===== src/rtl/cross_mul4.sv =====
module cross_mul4 #(
  parameter int W = 4,
  localparam int PW = 2 * W
) (
  input  logic [W-1:0]  a,
  input  logic [W-1:0]  b,
  output logic [PW-1:0] r
);

  function automatic logic [1:0] ha(input logic x, input logic y);
    ha = {x & y, x ^ y};
  endfunction

  function automatic logic [1:0] fa(input logic x, input logic y, input logic z);
    fa = {(x & y) | (z & (x ^ y)), x ^ y ^ z};
  endfunction

  logic [W-1:0][W-1:0] pp;

  for (genvar i = 0; i < W; i++) begin : g_row
    for (genvar j = 0; j < W; j++) begin : g_col
      assign pp[i][j] = a[i] & b[j];
    end
  end

  logic k2;
  logic s2, k3a, k3b;
  logic s3a, s3b, k4a, k4b, k4c;
  logic s4a, s4b, k5a, k5b, k5c;
  logic s5a, s5b, k6a, k6b, k6c;
  logic s6, k7a, k7b;
  logic c8;

  assign r[0] = pp[0][0];

  assign {k2, r[1]}   = ha(pp[1][0], pp[0][1]);

  assign {k3a, s2}    = fa(pp[2][0], pp[1][1], pp[0][2]);
  assign {k3b, r[2]}  = ha(s2, k2);

  assign {k4a, s3a}   = fa(pp[3][0], pp[2][1], pp[1][2]);
  assign {k4b, s3b}   = fa(pp[0][3], s3a, k3a);
  assign {k4c, r[3]}  = ha(s3b, k3b);

  assign {k5a, s4a}   = fa(pp[3][1], pp[2][2], pp[1][3]);
  assign {k5b, s4b}   = fa(s4a, k4a, k4b);
  assign {k5c, r[4]}  = ha(s4b, k4c);

  assign {k6a, s5a}   = fa(pp[3][2], pp[2][3], k5a);
  assign {k6b, s5b}   = ha(s5a, k5b);
  assign {k6c, r[5]}  = ha(s5b, k5c);

  assign {k7a, s6}    = fa(pp[3][3], k6a, k6b);
  assign {k7b, r[6]}  = ha(s6, k6c);

  assign {c8, r[7]}   = ha(k7a, k7b);

endmodule



===== config.mk =====
export PLATFORM = sky130hd
export DESIGN_NAME = cross_mul4
export DESIGN_NICKNAME = d
export VERILOG_FILES = /design/src/rtl/cross_mul4.sv
export SDC_FILE = /design/constraint.sdc
export NUM_CORES = 1
export LEC_CHECK = 0
export ABC_AREA = 1
export BUFFER_PORTS_ARGS = -buffer_cell sky130_fd_sc_hd__buf_2
export CAP_MARGIN = 20
export CELL_PAD_IN_SITES_DETAIL_PLACEMENT = 0
export CELL_PAD_IN_SITES_GLOBAL_PLACEMENT = 1
export CORE_AREA = 5 5 42 44
export DETAILED_ROUTE_END_ITERATION = 8
export DIE_AREA = 0 0 47 49
export GPL_ROUTABILITY_DRIVEN = 0
export GPL_TIMING_DRIVEN = 0
export MAX_ROUTING_LAYER = met4
export PLACE_DENSITY_LB_ADDON = 0.1
export SLEW_MARGIN = 20
export SYNTH_ARGS = -nofsm -noshare
export SYNTH_HDL_FRONTEND = slang
export SYNTH_SLANG_ARGS = --single-unit

===== constraint.sdc =====
create_clock -name vclk -period 3.9
set_clock_uncertainty 0.05 [all_clocks]
set_input_delay 0.585 -clock vclk [all_inputs]
set_output_delay 0.585 -clock vclk [all_outputs]
set_load 0.1 [all_outputs]

# Word-level counts from Yosys, hierarchy flattened
# Cells that the tools add are included.
# word_totals
register_bits,0
latchBits,0
ram_bits,0
mem_bits_ro,0
inputBits,8
out_inout_bits,8
elab_cells,66
memories,0
# op_classes
n_addsub,0
n_mul,0
n_div,0
order_cmp,0
n_eq_ne,0
n_shift,0
muxes,0
n_bitwise,66
n_reduce_logical,0
# op_table
operator,count
$and 1x1->1,37
$xor 1x1->1,22
$or 1x1->1,7

# Depth between registers and ports, before layout
# Gate-level depths: netlist (run 1).
# logic_depth
depth_word,12
mapped_depth,11
mapped_depth_nobuf,11

# Worst setup path after synthesis (run 1)
# Ideal clock, no wire load.
# synth_timing
kind,input to output
start,input port b[0]
end,output port r[7]
arrival_time_ns,3.449
t_required_ns,3.265
path_slack_ns,-0.184
cell_stages,11
n_path_buf,0
cell_sequence,nand2_1 > fa_1 > fa_1 > fa_1 > inv_1 > ha_1 > fa_1 > ha_1 > inv_1 > nand2_1 > nand2_1
# synth_via
elab_chain_cells,12
# synth_rtl
item,line_no,rtl
start: declaration,6,"input logic [W-1:0] b,"
$and 1x1->1,22,assign pp[i][j] = a[i] & b[j];
$xor 1x1->1,15,"fa = {(x & y) | (z & (x ^ y)), x ^ y ^ z};"
$and 1x1->1 / $xor 1x1->1 (equally long branches),15,
$or 1x1->1 / $xor 1x1->1 (equally long branches),15,
$and 1x1->1,15,
$or 1x1->1,15,
$and 1x1->1,15,
$or 1x1->1,15,
$and 1x1->1 / $xor 1x1->1 (equally long branches),11,"ha = {x & y, x ^ y};"
$and 1x1->1 (tied with other cells),15,
$or 1x1->1 / $and 1x1->1 (equally long branches),"15, 11",
$xor 1x1->1 *,11,
end: declaration,7,output logic [PW-1:0] r
# Mark *: on every way between the ends. The rest lies on a longest branch, timed or not.

# Worst setup path in the final report (run 1)
# layout_timing
start,input port b[2]
end,output port r[6]
# layout_via
elab_chain_cells,10
# layout_rtl
item,line_no
$and 1x1->1,22
$and 1x1->1 / $xor 1x1->1 (equally long branches),15
$or 1x1->1 / $xor 1x1->1 (equally long branches),15
$and 1x1->1,15
$or 1x1->1,15
$and 1x1->1,15
$or 1x1->1,15
$and 1x1->1 / $xor 1x1->1 (equally long branches),11
$xor 1x1->1 / $and 1x1->1 (equally long branches),"15, 11"
$xor 1x1->1 *,11
# Marked as above.

==> results.md, run 1 <==
- Outcome: complete, no violations
- Unique masters post-synth: 4
- Worst Path Arrival: 3.15 ns
- Layout cells sized above 1: 34.4%
- Setup crit end: r[6]
- Row count: 14
- DIE AREA: 2300 sq um
- Critical Path RT: 3.26 ns
- Most common cell in the synthesized netlist: nand2_1
- Power Dens Cells: 375 nW/um^2
- Final cell count without fillers: 77
- First-pass GRT wire length: 1170 um
- Boundary Pins: 16
- Seq/Total Area, Yosys: 0%
- Post-synth net total: 67
- Total GRT Usage: 6.31%
- Final wirelength: 685 um
- Peak VDD IR: 0.0796 mV
- # clk buffers: 0
- Hold Crit Class: input port to primary output
- Fin. Hold Viols: 0
- WS Path Type: input port to primary output
- Design Area, Final: 478 sq um
- Number of DRC markers in iteration 0: 4
- Crit. End Element: primary output
- Slew HR: 67.8%
- Final setup viols: 0
- Vias: 309
- Worst Tran Pin Value: 0.487 ns
- Fmax: 264 MHz
- Static leakage: 0.291 nW
- Final ANT Viol Nets: 0
- Crit path launch type: input port
- Congestion Overflow GR: 0
- Synth Instances: 45
- Register area: 0 sq um
- Max-cap viol count: 0
- Detailed Routing Iterations Pass 1: 4
- Top cells by count, synth: nand2_1, inv_1, fa_1, ha_1
- Vias per cell: 4.01
- Final Net Count: 85
- PortBufs: 16
- Area of the core: 1400 sq um
- Number of antenna violations at the first check in global routing: 0
- Largest net degree at the start of global routing: 5
- Yosys warns: 0
- Post-Synthesis Cell Area: 344 sq um
- Post-Place Cell Area: 449 sq um
- Critical Path Start: b[2]
- Post-route minimum period: 3.79 ns
- Fin. max-slew vios: 0
- Die outline width: 47 um
- RSZ-0062 raised after global routing: false
- Vias in the first global route: 290
- Initial Util: 24.6%
- Die height: 49 um
- Synth Area per Inst: 7.65 sq um
- CP max FO: 4
- Area leader, netlist: fa_1
- Cells after DPL: 77
- Worst hold slack: 1.61 ns
- Routed len/inst: 8.90 um
- Ranking of synthesized cells by area: fa_1, ha_1, nand2_1
- Diode count: 0
- DP HPWL: 647 um
- Seq Cell Count: 0
- Layout area overhead: 38.9%
- Yosys top cell area share: 40.7%
- Final worst path period share: 97.1%
- Drt drc: 0
## routing by layer
| layer | GRT usage (%) | wire length [um] | share of wire (%) |
|---|---|---|---|
| met1 | 11.4 | 361 | 53 |
| met2 | 8.14 | 241 | 35 |
| met3 | 0 | 82 | 12 |
| met4 | 0 | 0 | 0 |
| met5 | - | 0 | 0 |
## cell families after synthesis
kind of cell | synth area share (%)
AND/OR/NAND/NOR | 20.7
adder cells (fa/ha/maj) | 66.2
buffers and inverters | 13.1
## where the power goes
group / switching, mW / leakage (nW) / internal (mW) / total, mW
logic: 0.146 / 0.291 / 0.0335 / 0.179
registers: 0 / 0 / 0 / 0
clock network: 0 / 0 / 0 / 0
## through the flow
| step | worst slack, ns | setup TNS (ns) | utilization [%] | power (mW) |
|---|---|---|---|---|
| 3_3_place_gp | -0.200 | -0.380 | 32.1 | 0.176 |
| 4_1_cts | 0.00117 | 0 | 33.6 | 0.181 |
| 2_1_floorplan | 0.0893 | 0 | - | 0.158 |
| 5_1_grt | 0.00504 | 0 | 34.1 | 0.190 |
| 6_report | 0.114 | 0 | 34.1 | 0.179 |
| 3_5_place_dp | -0.209 | -0.392 | 32.1 | 0.175 |
## area by class of cell
| cell class | count | area, sq um |
|---|---|---|
| repair buffers | 16 | 101 |
| multi-input cells | 33 | 312 |
| well taps | 16 | 20.0 |
| inverters | 12 | 45.0 |
| fillers | 170 | 923 |
## cell usage in the layout, fill, tap and decap left out, drive strengths merged
master	synthesis	routed
buf	0	16
inv	12	12
fa	7	7
nand2	19	19
ha	7	7
## critical path: stages
cell	delay (ns)
buf_2	0.13
nand2_2	0.07
fa_1	0.49
fa_2	0.35
fa_1	0.36
inv_1	0.06
ha_1	0.15
fa_1	0.42
ha_2	0.33
buf_6	0.22
## worst min path at each step
stage                     start  depth (start not counted)    to  slack (ns)
after floorplan            b[0]                          2  r[0]        1.51
after global routing       b[0]                          4  r[0]        1.63
after CTS                  b[0]                          4  r[0]        1.61
after detailed placement   b[0]                          4  r[0]        1.61
after global placement     b[0]                          4  r[0]        1.61
final                      a[0]                          4  r[0]        1.61
## timing repair
action | CTS | global route
hold buffers | 0 | 0
setup endpoints to repair | 2 | 2
gates cloned | 0 | 0
gates resized for setup | 6 | 3
setup buffers | 0 | 0
hold endpoints to repair | 0 | 0
pin swaps | 0 | 2
(Power assumes the default switching activity.)
==> run 2: changes to the inputs <==
==> constraint.sdc (replaced) <==
create_clock -name vclk -period 3.9
set_clock_uncertainty 0.05 [all_clocks]
set_input_delay 0.195 -clock vclk [all_inputs]
set_output_delay 0.195 -clock vclk [all_outputs]
set_load 0.1 [all_outputs]
==> run 2 against run 1 <==
Power shrank 4.0%. Die area unchanged. Wire length decreased by 1.0%. Non-clock buffer count unchanged. Setup slack better by 0.47 ns. Global-route usage decreased by 0.14 points. Count of clock-buffer cells in the layout did not move. Maximum frequency grew 14%. Combinational power is 4% lower. Critical path depth is 3 higher. Critical path type unchanged. Largest power group unchanged. Highest routed layer unchanged.
==> results.md, run 2 (synthesis gave the netlist of run 1 again) <==
- Static leakage: 0.289 nW
- Crit. End Element: primary output
- Number of antenna violations at the first check in global routing: 0
- Overall power: 0.172 mW
- Outcome: complete, no violations
- Boundary Pins: 16
- Register area: 0 sq um
- Fmax: 302 MHz
- Number of fill cells: 161
- Final ANT Viol Nets: 0
- Congestion Overflow GR: 0
- Most common cell after layout, fill and taps aside: nand2_1
- Worst hold slack: 0.828 ns
- Sw Ratio: 83.6%
- Worst Path Arrival: 3.07 ns
- Final wirelength: 678 um
- Most used routing layer: met1
- DIE AREA: 2300 sq um
- Largest net degree at the start of global routing: 5
- GR met1 Demand/Resource: 11.8%
- Critical Path RT: 3.65 ns
- Drt drc: 0
- Commonest cells after routing, fill and taps aside: nand2_1, buf_2, inv_1
- Gate power share: 100.0%
- Crit path launch type: input port
- Post-CTS Resized: 0
- RSZ-0062 raised after global routing: false
- Final worst path period share: 85.0%
- Slew HR: 67.8%
- Cells after DPL: 77
- Layout cells sized above 1: 26.2%
- Hold Crit Class: input port to primary output
- Row count: 14
- Seq Cell Count: 0
- Vias in the first global route: 277
- Post-CTS Setup Bufs: 0
- NetSw: 0.144 mW
- PortBufs: 16
- Layout area overhead: 29.1%
- Clock power share: 0%
- Hold_buf cts: 0
- Die height: 49 um
- Peak VDD IR: 0.0747 mV
- Routed len/inst: 8.81 um
- Diode count: 0
- Fin. Hold Viols: 0
- Setup tns final: 0 ns
- Total GRT Usage: 6.17%
- Final cell count without fillers: 77
- Power Dens Cells: 387 nW/um^2
- Post-route minimum period: 3.32 ns
- Fin. max-slew vios: 0
- M2 GR Usage: 7.24%
- Initial Util: 24.6%
- Cell-internal power: 0.0282 mW
- CP max FO: 4
- # clk buffers: 0
- First-pass GRT wire length: 1150 um
- Die outline width: 47 um
- Vias per cell: 3.97
- WS Path Type: input port to primary output
- Detailed Routing Iterations Pass 1: 2
- M3 GR Usage: 0%
- Final setup viols: 0
- DP HPWL: 632 um
- Max-cap viol count: 0
- Area of the core: 1400 sq um
- Sequential power share: 0%
- Vias: 306
- Worst Tran Pin Value: 0.487 ns
- Final Net Count: 85
- Number of DRC markers in iteration 0: 2
==> run 2: cell counts in the layout (fill, tap and decap cells not counted) <==
Identical to the previous run, type by type.
==> run 2: final timing paths <==
check | depth (start not counted) | to | slack, ns | startpoint
setup / recovery | 13 | r[7] | 0.58 | b[0]
hold / removal | 4 | r[0] | 0.83 | b[0]
==> run 2: per-stage QoR <==
stage | util (%) | setup slack [ns] | area [sq um]
2_1_floorplan | - | 0.596 | 344
3_3_place_gp | 31.7 | 0.542 | 444
3_5_place_dp | 31.7 | 0.569 | 444
4_1_cts | 31.7 | 0.562 | 444
5_1_grt | 31.7 | 0.414 | 444
6_report | 31.7 | 0.583 | 444
==> run 2: layout make-up <==
cell class	instances	area [sq um]	area share, %
multi-input cells	33	299	67.3
well taps	16	20.0	4.51
inverters	12	45.0	10.1
repair buffers	16	80.1	18.0
==> run 2: per-layer routing <==
metal / up-vias / routed length, um / share of wire, %
li1: 162 / - / -
met1: 130 / 375 / 55
met2: 14 / 230 / 34
met3: 0 / 71 / 10
met4: 0 / 0 / 0
met5: - / 0 / 0
==> run 2: worst max-delay path, cell delays in order <==
cell and delay (ns):
buf_2 0.11, nand2_1 0.08, fa_1 0.50, fa_1 0.42, fa_1 0.36, inv_1 0.06
ha_1 0.14, fa_1 0.42, ha_1 0.23, inv_1 0.05, nand2_1 0.04, nand2_1 0.05
buf_2 0.41
==> run 2: power by group through the flow <==
stage / clock network (mW) / logic [mW] / registers (mW)
after CTS: 0 / 0.174 / 0
after global placement: 0 / 0.175 / 0
final: 0 / 0.172 / 0
after detailed placement: 0 / 0.173 / 0
after floorplan: 0 / 0.157 / 0
after global routing: 0 / 0.183 / 0
